==> config.mk <==
export PLATFORM = sky130hd
export DESIGN_NAME = wdt_cfg_timer
export DESIGN_NICKNAME = d
export VERILOG_FILES = /design/src/rtl/wdt_cfg_pkg.sv /design/src/rtl/wdt_prescale.sv /design/src/rtl/wdt_pulse.sv /design/src/rtl/wdt_cfg_timer.sv
export SDC_FILE = /design/constraint.sdc
export NUM_CORES = 1
export LEC_CHECK = 0
export BUFFER_PORTS_ARGS = -buffer_cell sky130_fd_sc_hd__buf_4
export CAP_MARGIN = 0
export CORE_MARGIN = 3
export CORE_UTILIZATION = 40
export CTS_CLUSTER_DIAMETER = 50
export CTS_CLUSTER_SIZE = 40
export DETAILED_ROUTE_END_ITERATION = 7
export PLACE_DENSITY = 0.57
export SLEW_MARGIN = 20
export SYNTH_ARGS = -nofsm -noshare
export SYNTH_HDL_FRONTEND = slang
export SYNTH_SLANG_ARGS = --single-unit
==> constraint.sdc <==
create_clock -name clk -period 2 [get_ports clk]
set_clock_uncertainty 0.05 [all_clocks]
set_input_delay 0.2 -clock clk [delete_from_list [all_inputs] [get_ports clk]]
set_output_delay 0.2 -clock clk [all_outputs]
set_load 0.02 [all_outputs]
==> src/rtl/wdt_cfg_pkg.sv <==
package wdt_cfg_pkg;
  localparam logic [7:0] A_CNT  = 8'hF6;
  localparam logic [7:0] A_CTRL = 8'hF5;
  localparam logic [7:0] A_STAT = 8'hF7;
  localparam int CTL_MIN   = 3;
  localparam int CTL_KSTOP = 2;
  localparam int CTL_PULSE = 1;
  localparam int ST_MOUSE  = 7;
  localparam int ST_KBD    = 6;
  localparam int ST_TRIG   = 4;
  localparam int SEC_PER_MIN = 60;
endpackage

==> src/rtl/wdt_prescale.sv <==
module wdt_prescale import wdt_cfg_pkg::*; #(
  parameter int TICKS_PER_SEC = 1000
) (
  input  logic clk,
  input  logic rst,
  input  logic clr,
  input  logic run,
  input  logic minute,
  input  logic tick_en,
  output logic unit_tick
);
  localparam int PRE_W = (TICKS_PER_SEC > 1) ? $clog2(TICKS_PER_SEC) : 1;
  localparam int MIN_W = $clog2(SEC_PER_MIN);

  logic [PRE_W-1:0] pre_q;
  logic [MIN_W-1:0] min_q;
  logic sec_tick;

  assign sec_tick  = run && tick_en && (pre_q == PRE_W'(TICKS_PER_SEC - 1));
  assign unit_tick = sec_tick && (!minute || (min_q == MIN_W'(SEC_PER_MIN - 1)));

  always_ff @(posedge clk) begin
    if (rst || clr || !run) begin
      pre_q <= '0;
      min_q <= '0;
    end else if (tick_en) begin
      if (sec_tick) begin
        pre_q <= '0;
        if (!minute || min_q == MIN_W'(SEC_PER_MIN - 1)) min_q <= '0;
        else                                             min_q <= min_q + 1'b1;
      end else begin
        pre_q <= pre_q + 1'b1;
      end
    end
  end
endmodule

==> src/rtl/wdt_pulse.sv <==
module wdt_pulse #(
  parameter int PULSE_LEN = 16
) (
  input  logic clk,
  input  logic rst,
  input  logic fire,
  output logic pulse_n
);
  localparam int PW = $clog2(PULSE_LEN + 1);
  logic [PW-1:0] left_q;

  always_ff @(posedge clk) begin
    if (rst)                left_q <= '0;
    else if (fire)          left_q <= PW'(PULSE_LEN);
    else if (left_q != '0)  left_q <= left_q - 1'b1;
  end

  assign pulse_n = (left_q == '0);
endmodule

==> src/rtl/wdt_cfg_timer.sv <==
module wdt_cfg_timer import wdt_cfg_pkg::*; #(
  parameter int TICKS_PER_SEC = 1000,
  parameter int PULSE_LEN     = 16
) (
  input  logic       clk,
  input  logic       rst,
  input  logic       tick_en,
  input  logic       cfg_wr,
  input  logic       cfg_rd,
  input  logic [7:0] cfg_addr,
  input  logic [7:0] cfg_wdata,
  output logic [7:0] cfg_rdata,
  input  logic       kbd_evt,
  input  logic       mouse_evt,
  output logic       wdt_n,
  output logic       kbrst_n
);
  logic [7:0] cnt_q, cnt_d, load_q, ctrl_q, ctrl_d, stat_q, stat_d, rdata_q, rd_mux;
  logic trig_q, trig_d, wdt_n_q;
  logic wr_cnt, wr_ctrl, wr_stat, running, reload_evt, kbd_stop, unit_tick, expire;

  assign wr_cnt  = cfg_wr && (cfg_addr == A_CNT);
  assign wr_ctrl = cfg_wr && (cfg_addr == A_CTRL);
  assign wr_stat = cfg_wr && (cfg_addr == A_STAT);
  assign running = (cnt_q != 8'd0);
  assign reload_evt = running && ((stat_q[ST_MOUSE] && mouse_evt) || (stat_q[ST_KBD] && kbd_evt));
  assign kbd_stop   = running && ctrl_q[CTL_KSTOP] && kbd_evt;

  wdt_prescale #(.TICKS_PER_SEC(TICKS_PER_SEC)) u_pre (
    .clk(clk), .rst(rst), .clr(wr_cnt || reload_evt || kbd_stop), .run(running),
    .minute(ctrl_q[CTL_MIN]), .tick_en(tick_en), .unit_tick(unit_tick)
  );

  always_comb begin
    cnt_d  = cnt_q;
    expire = 1'b0;
    if (wr_cnt)                     cnt_d = cfg_wdata;
    else if (kbd_stop)              cnt_d = 8'd0;
    else if (reload_evt)            cnt_d = load_q;
    else if (unit_tick && running) begin
      cnt_d  = cnt_q - 8'd1;
      expire = (cnt_q == 8'd1);
    end
  end

  always_comb begin
    ctrl_d = wr_ctrl ? cfg_wdata : ctrl_q;
    stat_d = wr_stat ? cfg_wdata : stat_q;
    stat_d[ST_TRIG] = 1'b0;
    if (expire)                              trig_d = 1'b1;
    else if (wr_stat && !cfg_wdata[ST_TRIG]) trig_d = 1'b0;
    else                                     trig_d = trig_q;
  end

  always_comb begin
    case (cfg_addr)
      A_CNT:   rd_mux = cnt_q;
      A_CTRL:  rd_mux = ctrl_q;
      A_STAT:  begin rd_mux = stat_q; rd_mux[ST_TRIG] = trig_q; end
      default: rd_mux = 8'd0;
    endcase
  end

  always_ff @(posedge clk) begin
    if (rst) begin
      cnt_q   <= 8'd0;
      load_q  <= 8'd0;
      ctrl_q  <= 8'd0;
      stat_q  <= 8'd0;
      trig_q  <= 1'b0;
      wdt_n_q <= 1'b1;
      rdata_q <= 8'd0;
    end else begin
      cnt_q   <= cnt_d;
      ctrl_q  <= ctrl_d;
      stat_q  <= stat_d;
      trig_q  <= trig_d;
      wdt_n_q <= !(trig_d && !ctrl_d[CTL_PULSE]);
      if (wr_cnt) load_q  <= cfg_wdata;
      if (cfg_rd) rdata_q <= rd_mux;
    end
  end

  wdt_pulse #(.PULSE_LEN(PULSE_LEN)) u_pulse (
    .clk(clk), .rst(rst), .fire(expire && ctrl_q[CTL_PULSE]), .pulse_n(kbrst_n)
  );

  assign cfg_rdata = rdata_q;
  assign wdt_n     = wdt_n_q;
endmodule

# Word-level counts from Yosys, hierarchy flattened
# Cells that the tools add are included.
# totals
register_bits	62
output_inout_bits	10
wordCells	71
# op_classes
addsub	4
n_eq_ne	6
mux	16
reduce_logical	33
# op_table
op	count
2-to-1 mux 8 bit	4
equality test 8 bit (second input constant)	3
one-hot mux 8 bit (3 select lines)	1
logical AND 1 bit	15
adder 10 x 1 -> 10 bit (second input constant)	1
equality test 10 bit (second input constant)	1
2-to-1 mux 10 bit	1
2-to-1 mux 5 bit	2
equality test 8 x 1 -> 1 bit (second input constant)	1
nonzero test 8 bit	1
subtractor 8 x 1 -> 8 bit (second input constant)	1
adder 6 x 1 -> 6 bit (second input constant)	1
equality test 6 bit (second input constant)	1
logical OR 1 bit	6
2-to-1 mux 1 bit	6
2-to-1 mux 6 bit	1
logical NOT 1 bit	5
logical NOT 5 bit	1
nonzero test 5 bit	1
subtractor 5 x 1 -> 5 bit (second input constant)	1
nonzero test 4 bit	1
2-to-1 mux 2 bit	1
AND reduction 2 bit	1
nonzero test 2 bit	1
OR reduction 2 bit	1

# Longest topological paths before layout
# logic_depth
ltp_word	12
depth_mapped	9

# Hierarchy
# From an unflattened synthesis, not the netlist that was laid out.
# hier_totals
cells_unflattened	347
area_unflattened_um2	3065.4
# modules_own_cells
module	n_inst	cells_each	area_per_inst_um2	seq_area_each_um2
wdt_cfg_timer	1	234	2087.0	820.8
wdt_prescale	1	88	752.0	320.3
wdt_pulse	1	25	226.5	100.1

# Least setup slack after synthesis
# OpenSTA, ideal clock, no wires.
# synth_timing
path_type	flip-flop to flip-flop
from	register cnt_q[0]
to	register cnt_q[6]
setup_ns	0.118
arrival_ns	2.007
path_slack_ns	-0.175
path_stages_with_launch	10
synth_period_minus_slack_ns	2.175
path_cell_list	dfxtp_1 -> inv_1 -> ha_1 -> nor3b_4 -> a2111oi_4 -> and2b_1 -> buf_6 -> or2_4 -> buf_6 -> o221a_4
# synth_via
elab_chain_cells	6
elab_cells_between_ends	14
classes_between	add/sub (1); mux (4); reduce/logical (9)
# synth_lines
item	line	text
start: declaration	wdt_cfg_timer.sv:18	logic [7:0] cnt_q, cnt_d, load_q, ctrl_q, ctrl_d, stat_q, stat_d, rdata_q, rd_mux;
start signal: assignment	wdt_cfg_timer.sv:74	cnt_q <= cnt_d;
parallel branches: the longest is 6 deep, another holds subtractor 8 x 1 -> 8 bit	--	
# Parallel ways; which one is timed is not known. The select of a mux whose other input is x is not followed.
# A chain may end at the register's enable or synchronous reset.

# Final worst setup path
# Ends and elaborated chain as after synthesis.

==> results.yml <==
routing:
  totalWireLength_um: 7900
  drt_first_pass_iters: 4
  vias_per_cell: 5.22
  drc: 0
  first_iter_violations: 92
  wl_per_cell_um: 15.1
  ant_nets: 0
  vias: 2731
sta:
  setup_ws_ns: -0.00645
  hold_viol_final: 0
  period_minus_slack_ns: 2.01
  rsz0062_at_grt: "true"
  min_period_over_period: 1.00
  setup_viol: 1
  worst_pin_slew_ns: 0.478
  relSlewSlack: 0.682
  report.final.slew_viol_count: 0
  fmax_mhz: 498
  setup_tns_ns: -0.00645
clock_tree:
  numCtsBuffers: 9
  clock_path_buffers: 2
  numClockSinks: 62
  h-tree-depth: 3
  clk_pin_slew_ns: 0.07
  clk_latency_ns: 0.34
  cts_tree: "built"
  hold_buffers: 0
  clockRootBuffer: "clkbuf_8"
floorplanning:
  dieHeight_um: 93.0
  start_util: 0.416
  placeableCoreArea_um2: 7290
  row_count: 31
  die-area_um2: 8660
  ios: 33
  die_x_um: 93.0
setup_path:
  cp_max_fo: 6
  cp_slowest_cell: "dfxtp_4"
  criticalPathCategory: "register to register"
  cp.arrival_ns: 2.19
  cp_cell_sequence: "inv_4 > ha_4 > nor3b_4 > a2111oi_4 > and2b_2 > or2_4 > o221a_4"
  required_ns: 2.19
  end_kind: "register"
  cpPeakStageDelay_ns: 0.36
  worst_setup_path_start_kind: "register"
global_routing:
  antenna_found_initial: 0
  grt_pass1_vias: 2695
  grt_remaining_overflow: 0
  grtUsageTotal: 0.189
  grt_pass1_wl_um: 13000
  grt_max_degree: 42
final_layout:
  insertedDiodeCount: 0
  stdcell_count: 523
  fin_nets: 447
  fin_util: 0.555
  nFillCells: 715
  drive_gt1_frac: 0.314
  syn2layout_area_growth_pct: 33.5
synth:
  synth_top_area_cell: "dfxtp_1"
  async_flop_share: 0
  yosys_most_used_dff: "dfxtp_1"
  synth_fp_nets: 376
  ys_top_cells_by_area: "dfxtp_1 41%, nand2_1 5.1%, nor2_1 4.6%"
  syn_avg_cell_area_um2: 8.71
  synth_seq_cells: 62
  synth_area_um2: 3030
  synth_warnings: 0
  synth-edff-count: 0
  syn_inst: 348
  yosys.cell_types.count: 58
  netlist.area_leader.share: 0.410
  ys_seq_area_frac: 0.410
flow_run:
  maxCapViolCount: 0
pwr:
  peakVddDrop_uv: 400
  power.density_nw_per_um2: 752
  static-leakage-power_nw: 1.55
  finalPower_mw: 3.04
place:
  place_ws_ns: -0.0525
  place_congestion: 0.853
  port_buffers: 32
  dpl.hpwl_um: 5760
  place_inst: 498
hold_path:
  hold_path.class: "input port to register"
outcome:
  outcome: "complete, but fails checks"
  violations: "negative setup slack"
## state kept, by name (all words and copies together) (netlist names)
name            flops
stat_q              7
cfg_rdata           8
u_pre.min_q         6
load_q              8
u_pulse.left_q      5
wdt_n               1
cnt_q               8
u_pre.pre_q        10
trig_q              1
ctrl_q              8
## timing repair
item                                   CTS  global route
pin swaps                                4             7
resized for setup                        4            25
gates cloned                             0             0
setup endpoints to repair                2            26
setup buffers                            1             8
endpoints found under the hold margin    0             0
## synth_stat cells, drive strengths merged, types with 2 or more instances
| cell type | n |
|---|---|
| dfxtp | 62 |
| o211ai | 6 |
| mux2 | 5 |
| nand4 | 6 |
| or3b | 3 |
| and2 | 2 |
| inv | 7 |
| ha | 5 |
| a31oi | 5 |
| a21oi | 27 |
| nor3 | 10 |
| o21ai | 5 |
| nor4 | 5 |
| o31ai | 6 |
| xor2 | 7 |
| a22o | 9 |
| or2 | 2 |
| nor2b | 10 |
| nand2b | 5 |
| or3 | 2 |
| or4 | 2 |
| mux2i | 8 |
| a311oi | 2 |
| nand2 | 41 |
| buf | 7 |
| xnor2 | 13 |
| nand3 | 15 |
| nor2 | 37 |
| clkbuf | 11 |
| and3 | 5 |
## cells by family after synthesis
| family | Yosys count | share of synthesized area |
|---|---|---|
| flip-flops | 62 | 0.410 |
| AND/OR/NAND/NOR | 152 | 0.264 |
| multiplexers | 13 | 0.0450 |
| AO/OA/AOI/OAI | 71 | 0.164 |
| adder cells (fa/ha/maj) | 5 | 0.0206 |
| buffers and inverters | 25 | 0.0384 |
| XOR/XNOR | 20 | 0.0578 |
## stage by stage
step                hold slack [ns]  cell area, um^2
detailed placement            0.400             3610
CTS                          0.0634             3870
global route                 0.0833             4050
global placement              0.395             3610
finish                       0.0663             4050
floorplan                     0.271             3070
## layout make-up
type	instances	area, um^2	area share
flip-flops and latches	62	1250	0.309
inverters	7	31.3	0.00773
repair buffers	78	601	0.148
clock buffers	13	169	0.0417
multi-input cells	261	1810	0.446
well taps	99	124	0.0306
clock inverters	3	65.1	0.0161
## routing by layer
metal	wire length [um]	up-vias	global-route usage
met2	3530	46	0.290
met3	358	6	0.0282
li1	-	1380	-
met5	0	-	0
met1	3960	1299	0.267
met4	61	0	0.0696
## critical path, delay by kind of cell (launching register included)
family	cells	cell delay, ns
AOI/OAI and AO/OA	2	0.38
adders and majority gates	1	0.14
buffers and inverters	1	0.06
DFF	1	0.36
and+or+nand+nor	3	0.90
## report_power, final
part           switching [mW]  leakage [nW]  internal, mW
Clock                   0.480         0.120         0.803
Combinational           0.225         0.926         0.233
Sequential             0.0268         0.503          1.27
## final timing paths
check                                             from                endpoint  slack (ns)  cells after the start
worst max-delay path             cnt_q[0]$_SDFFE_PP0P_   cnt_q[6]$_SDFFE_PP0P_      -0.006                      7
worst min-delay path                      cfg_wdata[1]  stat_q[1]$_SDFFE_PP0P_        0.07                      3
worst max register to register   cnt_q[0]$_SDFFE_PP0P_   cnt_q[6]$_SDFFE_PP0P_      -0.006                      7
worst min register to register  load_q[4]$_SDFFE_PP0P_  load_q[4]$_SDFFE_PP0P_        0.40                      2
## cell usage in the layout (no fill, tap or decap), types with 3 or more instances in the layout
cell type	instances
nor2b_1	10
nand4_1	6
and3_1	5
nand2_1	41
o31ai_1	4
clkbuf_8	12
xnor2_1	13
a22o_1	9
nor3_1	8
buf_4	74
mux2_2	5
ha_1	3
mux2i_1	8
a21oi_1	27
a31oi_1	3
o21ai_0	5
or3b_4	3
buf_6	4
o211ai_1	6
nand3_1	14
inv_1	5
nand2b_1	5
xor2_1	7
dfxtp_1	58
nor2_1	36
Power figures use the tool's default switching activity.
